`src/rtl/pwm_dds_pkg.sv`:
```
`timescale 1ns/1ps
package pwm_dds_pkg;

  localparam int ACC_W   = 16;          // rate accumulator width
  localparam int MIN_RES = 9;           // resolution for width code 0
  localparam int MAX_RES = MIN_RES + 3; // resolution for width code 3
  localparam int CNT_W   = MAX_RES + 1; // phase counter covers triangle mode
  localparam int LIM_W   = CNT_W + 1;
  localparam int MAG_W   = 15;          // magnitude field of the duty word
  localparam int MODE_W  = 6;

  typedef enum logic [2:0] {
    REG_DUTY   = 3'd0,
    REG_MODE   = 3'd1,
    REG_RATE   = 3'd2,
    REG_SPARE  = 3'd3,
    REG_ENABLE = 3'd4
  } regSel_e;

  // Packed from MSB: bit5 dblBuf, bits4:3 style, bit2 symmetric, bits1:0 width
  typedef struct packed {
    logic       dblBuf;
    logic [1:0] style;
    logic       symmetric;
    logic [1:0] widthCode;
  } modeCfg_t;

  // Strobes from control to datapath
  typedef struct packed {
    logic tick;
  } pwmStrobe_t;

endpackage

```
`src/rtl/pwm_dds_ctrl.sv`:
```
`timescale 1ns/1ps
module pwm_dds_ctrl
  import pwm_dds_pkg::*;
#(
  parameter int NCH    = 4,
  parameter int CH_AW  = 2,
  parameter int ADDR_W = 5,
  parameter int DATA_W = 32
) (
  input  logic                          clk,
  input  logic                          rst,
  input  logic                          wrEn,
  input  logic [ADDR_W-1:0]             wrAddr,
  input  logic [DATA_W-1:0]             wrData,
  output logic [NCH-1:0][DATA_W-1:0]    dutyRegs,
  output modeCfg_t [NCH-1:0]            modeRegs,
  output logic [NCH-1:0]                enableReg,
  output pwmStrobe_t                    strobe
);

  logic [2:0]       region;
  logic [CH_AW-1:0] chan;
  logic             chanOk;
  logic             hitDuty, hitMode, hitRate, hitEnable;

  assign region = wrAddr[ADDR_W-1 -: 3];
  assign chan   = wrAddr[CH_AW-1:0];
  assign chanOk = (32'(chan) < NCH);

  always_comb begin
    hitDuty   = wrEn && chanOk && (region == REG_DUTY);
    hitMode   = wrEn && chanOk && (region == REG_MODE);
    hitRate   = wrEn && (region == REG_RATE);
    hitEnable = wrEn && (region == REG_ENABLE);
  end

  // Shared registers
  logic [ACC_W-1:0] rateReg;
  logic [ACC_W-1:0] acc;
  logic [ACC_W:0]   accSum;
  logic             tickQ;

  assign accSum = {1'b0, acc} + {1'b0, rateReg};

  always_ff @(posedge clk) begin
    if (rst) begin
      rateReg   <= '0;
      enableReg <= '0;
      acc       <= '0;
      tickQ     <= 1'b0;
    end else begin
      if (hitRate)   rateReg   <= wrData[ACC_W-1:0];
      if (hitEnable) enableReg <= wrData[NCH-1:0];
      acc   <= accSum[ACC_W-1:0];
      tickQ <= accSum[ACC_W];
    end
  end

  assign strobe.tick = tickQ;

  // Per-channel registers
  for (genvar c = 0; c < NCH; c++) begin : g_reg
    logic           sel;
    logic [DATA_W-1:0] dutyQ;
    modeCfg_t       modeQ;

    assign sel = (chan == CH_AW'(c));

    always_ff @(posedge clk) begin
      if (rst) begin
        dutyQ <= '0;
        modeQ <= '0;
      end else begin
        if (hitDuty && sel) dutyQ <= wrData;
        if (hitMode && sel) modeQ <= modeCfg_t'(wrData[MODE_W-1:0]);
      end
    end

    assign dutyRegs[c] = dutyQ;
    assign modeRegs[c] = modeQ;
  end

endmodule

```
`src/rtl/pwm_dds_datapath.sv`:
```
`timescale 1ns/1ps
module pwm_dds_datapath
  import pwm_dds_pkg::*;
#(
  parameter int NCH    = 4,
  parameter int DATA_W = 32
) (
  input  logic                       clk,
  input  logic                       rst,
  input  logic [NCH-1:0][DATA_W-1:0] dutyRegs,
  input  modeCfg_t [NCH-1:0]         modeRegs,
  input  logic [NCH-1:0]             enableReg,
  input  pwmStrobe_t                 strobe,
  output logic [NCH-1:0]             pinA,
  output logic [NCH-1:0]             pinB
);

  for (genvar c = 0; c < NCH; c++) begin : g_ch
    modeCfg_t          cfg;
    logic [CNT_W-1:0]  phase;
    logic [DATA_W-1:0] shadow, effDuty;
    logic [3:0]        res;
    logic [LIM_W-1:0]  limit;
    logic [CNT_W-1:0]  lowMask, low, folded;
    logic [MAG_W-1:0]  mag, duty;
    logic              wrapNow, upperHalf, pwmRaw, sign;
    logic              aOut, bOut;

    assign cfg = modeRegs[c];

    always_comb begin
      res       = 4'(MIN_RES) + {2'b00, cfg.widthCode};
      limit     = (LIM_W'(1) << (res + {3'b000, cfg.symmetric})) - LIM_W'(1);
      lowMask   = (CNT_W'(1) << res) - CNT_W'(1);
      low       = phase & lowMask;
      upperHalf = cfg.symmetric && phase[res];
      folded    = upperHalf ? (lowMask - low) : low;
      wrapNow   = strobe.tick && ({1'b0, phase} >= limit);
      effDuty   = cfg.dblBuf ? shadow : dutyRegs[c];
      mag       = effDuty[DATA_W-2 -: MAG_W];
      duty      = mag >> (4'(MAG_W) - res);
      sign      = effDuty[DATA_W-1];
      pwmRaw    = (MAG_W'(folded) < duty);
    end

    always_ff @(posedge clk) begin
      if (rst) begin
        phase  <= '0;
        shadow <= '0;
      end else begin
        if (strobe.tick) phase <= wrapNow ? '0 : phase + CNT_W'(1);
        if (!cfg.dblBuf || wrapNow) shadow <= dutyRegs[c];
      end
    end

    always_comb begin
      aOut = 1'b0;
      bOut = 1'b0;
      if (enableReg[c]) begin
        if (cfg.style[1]) begin
          aOut = pwmRaw && !sign;
          bOut = pwmRaw && sign;
        end else begin
          aOut = pwmRaw;
          bOut = sign;
        end
      end
    end

    assign pinA[c] = aOut;
    assign pinB[c] = bOut;
  end

endmodule

```
`src/rtl/pwm_dds_bank.sv`:
```
`timescale 1ns/1ps
module pwm_dds_bank
  import pwm_dds_pkg::*;
#(
  parameter int  NCH    = 4,
  localparam int CH_AW  = (NCH > 1) ? $clog2(NCH) : 1,
  localparam int ADDR_W = 3 + CH_AW
) (
  input  logic              clk,
  input  logic              rst,
  input  logic              wrEn,
  input  logic [ADDR_W-1:0] wrAddr,
  input  logic [31:0]       wrData,
  output logic [NCH-1:0]    pinA,
  output logic [NCH-1:0]    pinB
);

  logic [NCH-1:0][31:0] dutyRegs;
  modeCfg_t [NCH-1:0]   modeRegs;
  logic [NCH-1:0]       enableReg;
  pwmStrobe_t           strobe;

  pwm_dds_ctrl #(
    .NCH(NCH), .CH_AW(CH_AW), .ADDR_W(ADDR_W), .DATA_W(32)
  ) u_ctrl (
    .clk(clk), .rst(rst), .wrEn(wrEn), .wrAddr(wrAddr), .wrData(wrData),
    .dutyRegs(dutyRegs), .modeRegs(modeRegs), .enableReg(enableReg),
    .strobe(strobe)
  );

  pwm_dds_datapath #(
    .NCH(NCH), .DATA_W(32)
  ) u_dp (
    .clk(clk), .rst(rst), .dutyRegs(dutyRegs), .modeRegs(modeRegs),
    .enableReg(enableReg), .strobe(strobe), .pinA(pinA), .pinB(pinB)
  );

endmodule

```
`config.mk`:
```
export PLATFORM = sky130hd
export DESIGN_NAME = pwm_dds_bank
export DESIGN_NICKNAME = d
export VERILOG_FILES = /design/src/rtl/pwm_dds_pkg.sv /design/src/rtl/pwm_dds_ctrl.sv /design/src/rtl/pwm_dds_datapath.sv /design/src/rtl/pwm_dds_bank.sv
export SDC_FILE = /design/constraint.sdc
export NUM_CORES = 1
export LEC_CHECK = 0
export ABC_AREA = 1
export BUFFER_PORTS_ARGS = -buffer_cell sky130_fd_sc_hd__buf_4
export CAP_MARGIN = 5
export CORE_MARGIN = 5
export CORE_UTILIZATION = 60
export DETAILED_ROUTE_END_ITERATION = 10
export PLACE_DENSITY = 0.73
export SLEW_MARGIN = 20
export SYNTH_ARGS = -nofsm -noshare
export SYNTH_HDL_FRONTEND = slang
export SYNTH_SLANG_ARGS = --single-unit
```
`constraint.sdc`:
```
create_clock -name clk -period 11.6 [get_ports clk]
set_input_delay 0.58 -clock clk [delete_from_list [all_inputs] [get_ports clk]]
set_output_delay 0.58 -clock clk [all_outputs]
set_load 0.01 [all_outputs]
```
==> results.json <==
{
  "drc": 0,
  "avgViaCountPerCell": 5.68,
  "wirelength_um": 41400,
  "cts_resized": 0,
  "ys_seq_elements": 237,
  "grt_start_max_net_pins": 96,
  "netlist.top_cell.by_area": "dfxtp_1",
  "slew_violations": 0,
  "die_area_um2": 30000,
  "die_h_um": 173,
  "cts_buffers": 27,
  "cts_tree": "yes",
  "crit_cells": 18,
  "crit_buf_inv": 4,
  "cp.arrival_ns": 5.29,
  "max_freq_ghz": 0.170,
  "cts-root-buf": "clkbuf_16",
  "clock_path_buffers": 3,
  "antenna_found_initial": 0,
  "hp-class": "in -> reg",
  "p_leak_nw": 7.37,
  "wl_per_cell_um": 15.5,
  "num_antenna_cells": 0,
  "synth_top_area_share_pct": 29.7,
  "io_pins": 48,
  "dr.first_iter.drc_count": 1074,
  "relSlewSlack_pct": 41.8,
  "syn_nets": 2515,
  "io_buffers": 47,
  "avgSynthCellArea_um2": 6.87,
  "netlist_area_um2": 16000,
  "dr_wl_met2_um": 19000,
  "dpl.hpwl_um": 30300,
  "syn_inst": 2328,
  "utilization_pct": 66.1,
  "rsz0062_at_grt": "false",
  "ys.flop_type": "dfxtp_1",
  "hold_violations": 0,
  "fin_skew_ns": 0.0237,
  "clkTransAtPathRegs_ns": 0.06,
  "met3WireLength_um": 2180,
  "die_w_um": 173,
  "postRouteAntennaNets": 0,
  "cp_top_family": "buffers and inverters",
  "timing.rr.start": "u_ctrl.modeRegs[6]$_SDFFE_PP0P_",
  "crit_chain": "inv_1 > ha_1 > clkinv_1 > nand2_1 > nand3_1 > a21oi_1 > nand2_1 > inv_1 > o21ai_0 > a21oi_1 > ha_1 > a21oi_1 > o21a_1 > o21ai_0 > a31oi_1 > nand2_1 > a21oi_1 > buf_4",
  "cp_slowest_cell": "dfxtp_1",
  "setup_viol": 0,
  "ys_warn_count": 0,
  "critPathMostFrequentCell": "a21oi_1",
  "total_power_mw": 1.85,
  "wl_met1_um": 19300,
  "vias": 15159,
  "rr_worst_depth": 21,
  "dr.pass1.iters": 5,
  "synth_edf_count": 0,
  "ys_top_cells_by_area": "dfxtp_1, ha_1, nand2_1",
  "min_period_ns": 5.87,
  "path_max_fanout": 18,
  "grt_pass1_wl_um": 68000,
  "first_global_vias": 13993,
  "cts.sink_count": 237,
  "hold_buffers": 0,
  "crit_type": "reg -> out",
  "grt.total_usage_pct": 26.5,
  "r2r_end": "u_dp.g_ch[1].shadow[21]$_SDFFE_PP0P_",
  "tightest_slew_ns": 0.871,
  "required_ns": 11.02,
  "reg2reg_slack_ns": 6.45,
  "area.growth.synth_to_final_pct": 8.03,
  "top_layer": "met4",
  "synth_most_common_cell": "nand2_1",
  "min_path_cells": 3,
  "post_cts_buffers": 0,
  "p_per_area_nw_per_um2": 107,
  "globalRouteOverflowTotal": 0,
  "maxCapViolations": 0,
  "fillers": 2421,
  "async_flop_share_pct": 0,
  "netlist_top_cells_count": "nand2_1, o21ai_0, nor2_1",
  "slowest_delay_ns": 0.75,
  "clk_latency_ns": 0.55,
  "min_to": "u_ctrl.rateReg[7]$_SDFFE_PP0P_",
  "ir_drop_uv": 123,
  "globalplace.congestion": 0.886,
  "rows": 59,
  "finalCritPeriodShare_pct": 50.6,
  "outcome": "finished clean",
  "start_util_pct": 61.2,
  "min-delay-start": "wrData[7]",
  "cp-end-kind": "output port",
  "cts_htree_levels": 1,
  "setup_tns_ns": 0,
  "worstSetupStartpointType": "register",
  "drive_gt1_share_pct": 6.60,
  "synth.distinct_cells": 48,
  "fp.coreArea_um2": 26100,
  "ys_seq_area_share_pct": 29.7,
  "fin_nets": 2501
}
worst min-delay path, delay by kind of cell:
| family | cells | cell delay, ns |
|---|---|---|
| AND/OR/NAND/NOR | 1 | 0.07 |
| buffers and inverters | 1 | 0.07 |
| AO/OA/AOI/OAI | 1 | 0.07 |
flip-flops by register name, summed over array words and instances, names as in the netlist:
register / count
u_dp.g_ch.phase: 52
u_ctrl.modeRegs: 20
u_dp.g_ch.shadow: 64
u_ctrl.strobe: 1
u_ctrl.enableReg: 4
u_ctrl.acc: 16
u_ctrl.g.dutyQ: 64
u_ctrl.rateReg: 16
metal layers:
metal / vias up / track usage (%)
li1: 7740 / -
met1: 6972 / 37.1
met2: 378 / 43.5
met3: 69 / 3.14
met4: 0 / 6.78
met5: - / 0
where the power goes:
group | switching, mW | total [mW] | internal (mW)
logic | 0.0793 | 0.120 | 0.0403
clock network | 0.354 | 0.897 | 0.544
registers | 0.00809 | 0.834 | 0.826
total | 0.441 | 1.85 | 1.41
per-stage QoR:
| step | area [µm²] | worst slack [ns] | hold slack, ns | instances |
|---|---|---|---|---|
| finish | 17300 | 5.73 | 0.279 | 2669 |
| global route | 17300 | 5.22 | 0.280 | 2669 |
| CTS | 17300 | 5.78 | 0.262 | 2669 |
| detailed placement | 16300 | 6.36 | 0.456 | 2620 |
| global placement | 16300 | 6.54 | 0.452 | 2620 |
| floorplan | 16000 | 7.81 | 0.439 | 2328 |
placed cells by master, fill, tap and decap left out, drive strengths merged, types with 3 or more instances in the layout:
cell / netlist / final
a31oi: 9 / 9
a22oi: 8 / 8
nand2: 465 / 465
xor2: 58 / 58
a21bo: 3 / 3
clkbuf: 43 / 34
clkinv: 5 / 11
nand4: 10 / 10
o21ai: 270 / 270
a211oi: 8 / 8
ha: 142 / 142
or2: 11 / 11
dfxtp: 237 / 237
buf: 55 / 55
o22ai: 8 / 8
a21oi: 226 / 226
inv: 218 / 219
nor2: 245 / 245
o21bai: 6 / 6
nor4: 10 / 10
mux2i: 35 / 35
nand3b: 13 / 13
bufinv: 0 / 4
fa: 5 / 5
xnor2: 21 / 21
nor3b: 5 / 5
nor3: 25 / 25
nand3: 174 / 174
clkinvlp: 0 / 4
cells by family (layout without fill, tap and decap cells):
kind of cell	after synthesis	after routing	share of synthesized area, %
xor+xnor	79	79	4.33
mux	35	35	2.19
simple gates	959	959	25.7
buf+inv	321	327	8.32
compound gates	550	550	18.0
fa+ha+maj	147	147	11.7
flops	237	237	29.7
worst max path at each step:
stage | start | endpoint | slack [ns]
2_1_floorplan | u_ctrl.modeRegs[0]$_SDFFE_PP0P_ | pinB[0] | 7.81
3_3_place_gp | u_ctrl.modeRegs[12]$_SDFFE_PP0P_ | pinB[2] | 6.54
3_5_place_dp | u_ctrl.modeRegs[12]$_SDFFE_PP0P_ | pinB[2] | 6.36
4_1_cts | u_ctrl.modeRegs[12]$_SDFFE_PP0P_ | pinB[2] | 5.78
5_1_grt | u_ctrl.modeRegs[12]$_SDFFE_PP0P_ | pinB[2] | 5.22
6_report | u_ctrl.modeRegs[12]$_SDFFE_PP0P_ | pinB[2] | 5.73
layout make-up:
| cell class | instances | area (µm²) | area share, % |
|---|---|---|---|
| multi-input cells | 1770 | 9910 | 57.4 |
| flip-flops and latches | 237 | 4740 | 27.5 |
| inverters | 223 | 840 | 4.86 |
| clock buffers | 34 | 742 | 4.30 |
| well taps | 335 | 419 | 2.43 |
| repair buffers | 55 | 413 | 2.39 |
| clock inverters | 15 | 200 | 1.16 |
Power figures use the tool's default switching activity.
